`config.mk`:
```
export PLATFORM = sky130hd
export DESIGN_NAME = acc1_cpu
export DESIGN_NICKNAME = d
export VERILOG_FILES = /design/src/rtl/acc1_pkg.sv /design/src/rtl/acc1_alu.sv /design/src/rtl/acc1_branch.sv /design/src/rtl/acc1_cpu.sv
export SDC_FILE = /design/constraint.sdc
export NUM_CORES = 1
export LEC_CHECK = 0
export ABC_CLOCK_PERIOD_IN_PS = 4200
export BUFFER_PORTS_ARGS = -buffer_cell sky130_fd_sc_hd__clkbuf_2
export CORE_ASPECT_RATIO = 0.5
export CORE_MARGIN = 2
export CORE_UTILIZATION = 40
export DETAILED_ROUTE_END_ITERATION = 8
export PLACE_DENSITY = 0.62
export SYNTH_ARGS = -nofsm -noshare
export SYNTH_HDL_FRONTEND = slang
export SYNTH_HIERARCHICAL = 1
export SYNTH_SLANG_ARGS = --single-unit
```
`constraint.sdc`:
```
create_clock -name clk -period 4.2 [get_ports clk]
set_input_delay 0.42 -clock clk [delete_from_list [all_inputs] [get_ports clk]]
set_output_delay 0.42 -clock clk [all_outputs]
set_load 0.005 [all_outputs]
```
`src/rtl/acc1_pkg.sv`:
```
package acc1_pkg;
    localparam int OPC_W = 4;

    typedef enum logic [OPC_W-1:0] {
        OP_LOAD  = 4'd0,  OP_STORE = 4'd1,  OP_CLEAR = 4'd2,  OP_ADD  = 4'd3,
        OP_INC   = 4'd4,  OP_SUB   = 4'd5,  OP_DEC   = 4'd6,  OP_CMP  = 4'd7,
        OP_JMP   = 4'd8,  OP_JGT   = 4'd9,  OP_JEQ   = 4'd10, OP_JLT  = 4'd11,
        OP_JNE   = 4'd12, OP_IN    = 4'd13, OP_OUT   = 4'd14, OP_HALT = 4'd15
    } op_e;

    // FETCH_ADDR must encode as zero: the register block resets to all zeros
    typedef enum logic [2:0] {
        S_FETCH_ADDR   = 3'd0,
        S_FETCH_WAIT   = 3'd1,
        S_DECODE       = 3'd2,
        S_OPERAND_READ = 3'd3,
        S_EXECUTE      = 3'd4,
        S_WRITEBACK    = 3'd5,
        S_IO_WAIT      = 3'd6,
        S_HALT         = 3'd7
    } state_e;

    typedef struct packed {
        logic gt;
        logic eq;
        logic lt;
    } cc_t;
endpackage

```
`src/rtl/acc1_alu.sv`:
```
module acc1_alu
    import acc1_pkg::*;
#(
    parameter int DATA_W = 16
) (
    input  op_e               op,
    input  logic [DATA_W-1:0] acc,
    input  logic [DATA_W-1:0] opnd,
    output logic [DATA_W-1:0] acc_res,
    output logic [DATA_W-1:0] mem_res,
    output cc_t               cmp
);
    localparam logic [DATA_W-1:0] ONE = DATA_W'(1);

    always_comb begin
        unique case (op)
            OP_ADD:  acc_res = acc + opnd;
            OP_SUB:  acc_res = acc - opnd;
            default: acc_res = opnd;
        endcase
        unique case (op)
            OP_INC:  mem_res = opnd + ONE;
            OP_DEC:  mem_res = opnd - ONE;
            default: mem_res = opnd;
        endcase
        cmp.gt = $signed(opnd) >  $signed(acc);
        cmp.eq = opnd == acc;
        cmp.lt = $signed(opnd) <  $signed(acc);
    end
endmodule

```
`src/rtl/acc1_branch.sv`:
```
module acc1_branch
    import acc1_pkg::*;
(
    input  op_e  op,
    input  cc_t  cc,
    output logic take
);
    always_comb begin
        unique case (op)
            OP_JMP:  take = 1'b1;
            OP_JGT:  take = cc.gt;
            OP_JEQ:  take = cc.eq;
            OP_JLT:  take = cc.lt;
            OP_JNE:  take = !cc.eq;
            default: take = 1'b0;
        endcase
    end
endmodule

```
`src/rtl/acc1_cpu.sv`:
```
module acc1_cpu
    import acc1_pkg::*;
#(
    parameter int ADDR_W = 12,
    parameter int DATA_W = 16
) (
    input  logic              clk,
    input  logic              rst_n,
    output logic [ADDR_W-1:0] mem_addr,
    output logic              mem_we,
    output logic [DATA_W-1:0] mem_wdata,
    input  logic [DATA_W-1:0] mem_rdata,
    input  logic              in_valid,
    output logic              in_ready,
    input  logic [DATA_W-1:0] in_data,
    output logic              out_valid,
    input  logic              out_ready,
    output logic [DATA_W-1:0] out_data,
    output logic              halted
);
    localparam logic [ADDR_W-1:0] PC_STEP = ADDR_W'(1);

    typedef struct packed {
        state_e            st;
        logic [ADDR_W-1:0] pc;
        logic [DATA_W-1:0] ir;
        logic [DATA_W-1:0] acc;
        logic [ADDR_W-1:0] mar;
        logic [DATA_W-1:0] mdr;
        cc_t               cc;
    } regs_t;

    regs_t q, d;

    op_e               dec_op, ir_op;
    logic [DATA_W-1:0] alu_acc, alu_mem;
    cc_t               alu_cc;
    logic              br_take;
    logic [2:0]        cc_flags;

    assign dec_op   = op_e'(mem_rdata[DATA_W-1 -: OPC_W]);
    assign ir_op    = op_e'(q.ir[DATA_W-1 -: OPC_W]);
    assign cc_flags = q.cc;

    acc1_alu #(.DATA_W(DATA_W)) u_alu (
        .op      (ir_op),
        .acc     (q.acc),
        .opnd    (mem_rdata),
        .acc_res (alu_acc),
        .mem_res (alu_mem),
        .cmp     (alu_cc)
    );

    acc1_branch u_branch (
        .op   (ir_op),
        .cc   (q.cc),
        .take (br_take)
    );

    always_comb begin
        d = q;
        unique case (q.st)
            S_FETCH_ADDR: begin
                d.mar = q.pc;
                d.st  = S_FETCH_WAIT;
            end
            S_FETCH_WAIT: d.st = S_DECODE;
            S_DECODE: begin
                d.ir  = mem_rdata;
                d.pc  = q.pc + PC_STEP;
                d.mar = mem_rdata[ADDR_W-1:0];
                unique case (dec_op)
                    OP_STORE: begin
                        d.mdr = q.acc;
                        d.st  = S_WRITEBACK;
                    end
                    OP_CLEAR: begin
                        d.mdr = '0;
                        d.st  = S_WRITEBACK;
                    end
                    OP_JMP, OP_JGT, OP_JEQ, OP_JLT, OP_JNE: d.st = S_EXECUTE;
                    OP_IN:   d.st = S_IO_WAIT;
                    OP_HALT: d.st = S_HALT;
                    default: d.st = S_OPERAND_READ;
                endcase
            end
            S_OPERAND_READ: d.st = S_EXECUTE;
            S_EXECUTE: begin
                d.mdr = alu_mem;
                d.st  = S_FETCH_ADDR;
                unique case (ir_op)
                    OP_LOAD, OP_ADD, OP_SUB: d.acc = alu_acc;
                    OP_CMP:          d.cc = alu_cc;
                    OP_INC, OP_DEC:  d.st = S_WRITEBACK;
                    OP_OUT:          d.st = S_IO_WAIT;
                    default: begin
                        if (br_take) d.pc = q.ir[ADDR_W-1:0];
                    end
                endcase
            end
            S_WRITEBACK: d.st = S_FETCH_ADDR;
            S_IO_WAIT: begin
                if (ir_op == OP_IN) begin
                    if (in_valid) begin
                        d.mdr = in_data;
                        d.st  = S_WRITEBACK;
                    end
                end else if (out_ready) begin
                    d.st = S_FETCH_ADDR;
                end
            end
            default: d.st = S_HALT;
        endcase
    end

    always_ff @(posedge clk or negedge rst_n) begin
        if (!rst_n) q <= '0;
        else        q <= d;
    end

    assign mem_addr  = q.mar;
    assign mem_we    = q.st == S_WRITEBACK;
    assign mem_wdata = q.mdr;
    assign in_ready  = (q.st == S_IO_WAIT) && (ir_op == OP_IN);
    assign out_valid = (q.st == S_IO_WAIT) && (ir_op != OP_IN);
    assign out_data  = q.mdr;
    assign halted    = q.st == S_HALT;
endmodule

```
==> results by group <==
Status
  • Outcome: finished clean

Power
  • Leak Pwr: 3.32 nW
  • Pwr per Cell Area: 249 nW/µm²
  • Peak supply drop: 0.209 mV
  • Overall Power: 1.80 mW

Final layout
  • Multi-input gate area: 4030 µm²
  • Finished Core Util: 44.4%
  • Area Growth Syn to Fin: 9.62%
  • Commonest cells after routing, fill and taps aside: nand2_1, clkbuf_2, dfrtp_1
  • Finished Cell Area: 7230 µm²
  • Post-Layout Cell Count: 1020
  • Ratio of cells with drive above 1 in the final layout: 18.4%
  • FILL cells: 1603
  • # diodes: 0
  • Commonest non-fill, non-tap cell in the layout: nand2_1
  • Storage element area: 1950 µm²
  • Final nets: 873

Worst setup path
  • Slowest CP cell: dfrtp_1
  • CP endpoint kind: register
  • Worst path top cell family by delay: compound AO/OA/AOI/OAI gates
  • CP Data Required Time: 4.40 ns
  • Max stage delay on crit path: 0.52 ns
  • Arrival @ worst endpoint: 4.00 ns
  • Critical Path Source Type: register
  • Critical path peak fanout: 14
  • Most frequent CP cell: a21o_1
  • Worst-path cell chain: nor2_1 -> and2_1 -> nand2_1 -> inv_1 -> buf_4 -> ha_1 -> a21o_1 -> a21o_1 -> a21o_1 -> a21o_1 -> a221oi_1 -> xor2_1 -> o21ai_1 -> a222oi_1 -> mux2i_1
  • Crit path buf inv count: 2
  • R2r setup slk: 0.40 ns
  • Worst Setup Path Type: register to register

Drt
  • Final ANT Viol Nets: 0
  • DRC violations left: 0
  • DRT iter0 DRCs: 494
  • Vias per inst: 5.57
  • Detailed-route via count: 5683
  • Routed WL per cell: 17.6 µm
  • Routed wire length: 17900 µm
  • Drt pass-1 iters: 7

STA
  • Fin crit share: 90.4%
  • Slew Limit Headroom: 32.3%
  • Slew Viols, Final: 0
  • Clk_skew: 0.0129 ns
  • Final setup violation count: 0
  • Peak Freq: 263 MHz
  • Setup TNS: 0 ns
  • Fin. Hold Viols: 0
  • Fin crit period: 3.80 ns
  • Worst-margin pin slew: 1.01 ns
  • RSZ-0062 raised after global routing: no

GRT
  • First-pass GRT wire length: 28700 µm
  • Vias in the first global route: 5330
  • Total track usage: 21.1%
  • Total gr overflow: 0
  • Largest net degree at the start of global routing: 54
  • Antenna violations before repair: 0

Floorplan
  • Die ar.: 17600 µm²
  • Core Box Area: 16300 µm²
  • Die span in y: 94.8 µm
  • Top Ports: 84
  • Initial Utilization: 40.5%
  • # rows: 33
  • Die Wd: 186 µm

Placed design
  • Placer Congestion: 0.910
  • Post-DP Area: 6930 µm²
  • DPL Wire Length: 13100 µm
  • IO buf count: 83
  • DP Cell Count: 1004

Yosys
  • Mapped cell area: 6600 µm²
  • Syn Nets: 844
  • Distinct cell type count after synthesis: 71
  • Post-synth EDFFs: 0
  • Synth Flop Type: dfrtp_1
  • Yosys reg bits: 78
  • Ys async rst share: 100%
  • Synth warn: 6
  • Post-Syn Area per Cell: 8.69 µm²
  • Synth Instances: 759
  • Seq/Total Area, Yosys: 29.6%

Clock tree
  • Root cell of the clock tree: clkbuf_16
  • Hold Buf Count CTS: 0
  • Cts bufs inserted: 9
  • TritonCTS Sinks: 78
  • H-tree depth: 3
  • Reg clk slew, reported paths: 0.07 ns
  • Post-CTS sizing: 0
  • TritonCTS clock tree: built
  • Post CTS Setup Buffer Count: 0
  • Clock buffer depth: 2
  • Clk Latency, worst-skew pair: 0.35 ns

Worst hold path
  • HP Class: input port to asynchronous set/reset pin

Run
  • MaxCap Viol Count: 0
[routing by layer]
| layer | global-route usage [%] | part of all wire (%) | vias up |
|---|---|---|---|
| met5 | 0 | 0 | - |
| met4 | 4.79 | 1.4 | 0 |
| met3 | 4.09 | 6.0 | 18 |
| met2 | 32.3 | 43 | 178 |
| met1 | 30.6 | 50 | 2711 |
| li1 | - | - | 2776 |
[worst reg2reg max path, stage by stage, from the launching register on]
cell and delay (ns):
dfrtp_1 0.52, nor2_1 0.19, and2_1 0.26, nand2_1 0.12, inv_1 0.32, buf_4 0.22
ha_1 0.28, a21o_1 0.21, a21o_1 0.18, a21o_1 0.18, a21o_1 0.17, a221oi_1 0.30
xor2_1 0.18, o21ai_1 0.08, a222oi_1 0.33, mux2i_1 0.12
[synth_stat cells (all sizes together), types with 5 or more instances]
library cell / instances / area, µm²
nand2: 95 / 357
dfrtp: 78 / 1950
o21ai: 63 / 330
buf: 51 / 378
ha: 47 / 588
inv: 44 / 165
a21oi: 39 / 195
mux2i: 31 / 310
xor2: 25 / 219
clkbuf: 24 / 90.1
nor2: 24 / 90.1
mux2: 21 / 236
xnor2: 21 / 184
a21o: 20 / 150
a31oi: 17 / 106
nor3: 17 / 106
a222oi: 16 / 160
nand3: 14 / 70.1
nand2b: 12 / 75.1
and3: 8 / 50.1
nand4: 7 / 43.8
o211ai: 7 / 52.6
nor2b: 6 / 37.5
nand3b: 5 / 37.5
o21a: 5 / 37.5
[layout make-up]
class / instances / share of cell area [%]
clock buffer: 10 / 3.31
clock inverter: 6 / 0.917
inverter: 44 / 2.28
multi-input combinational: 562 / 55.8
sequential: 78 / 27.0
tap: 227 / 3.93
timing repair buffer: 93 / 6.82
[power by group]
part / total (mW) / internal [mW] / switching, mW
Combinational: 0.210 / 0.0818 / 0.128
Clock: 0.827 / 0.482 / 0.345
Sequential: 0.765 / 0.759 / 0.00632
[registers in the layout, summed over array words and instances, names as in the netlist]
register and cells:
mem_wdata 16, mem_addr 12, ir_op 4, q 43, cc_flags 3
[metrics by stage]
step / hold slack, ns / setup slack [ns]
final: 0.137 / 0.402
after detailed placement: 0.461 / 0.451
after CTS: 0.151 / 0.433
after global placement: 0.455 / 0.542
after global routing: 0.190 / 0.112
after floorplan: 0.124 / 0.881
[final timing paths]
path                                       to  depth (start not counted)  startpoint
worst max-delay path            mem_wdata[14]                         15    ir_op[0]
worst min-delay path                    q[39]                          1       rst_n
worst max register to register  mem_wdata[14]                         15    ir_op[0]
worst min register to register          q[53]                          2       q[53]
max in group asynchronous               q[53]                          2       rst_n
min in group clk                        q[75]                          3    in_valid
[kinds of logic after synthesis]
group / after synthesis / synth area share [%]
and+or+nand+nor: 208 / 16.0
AOI/OAI and AO/OA: 207 / 20.9
buffers and inverters: 119 / 9.60
DFF: 78 / 29.6
muxes: 52 / 8.29
adders and majority gates: 49 / 9.52
xor gates and xnor gates: 46 / 6.11
No activity file was read; power rests on OpenSTA's default activity.
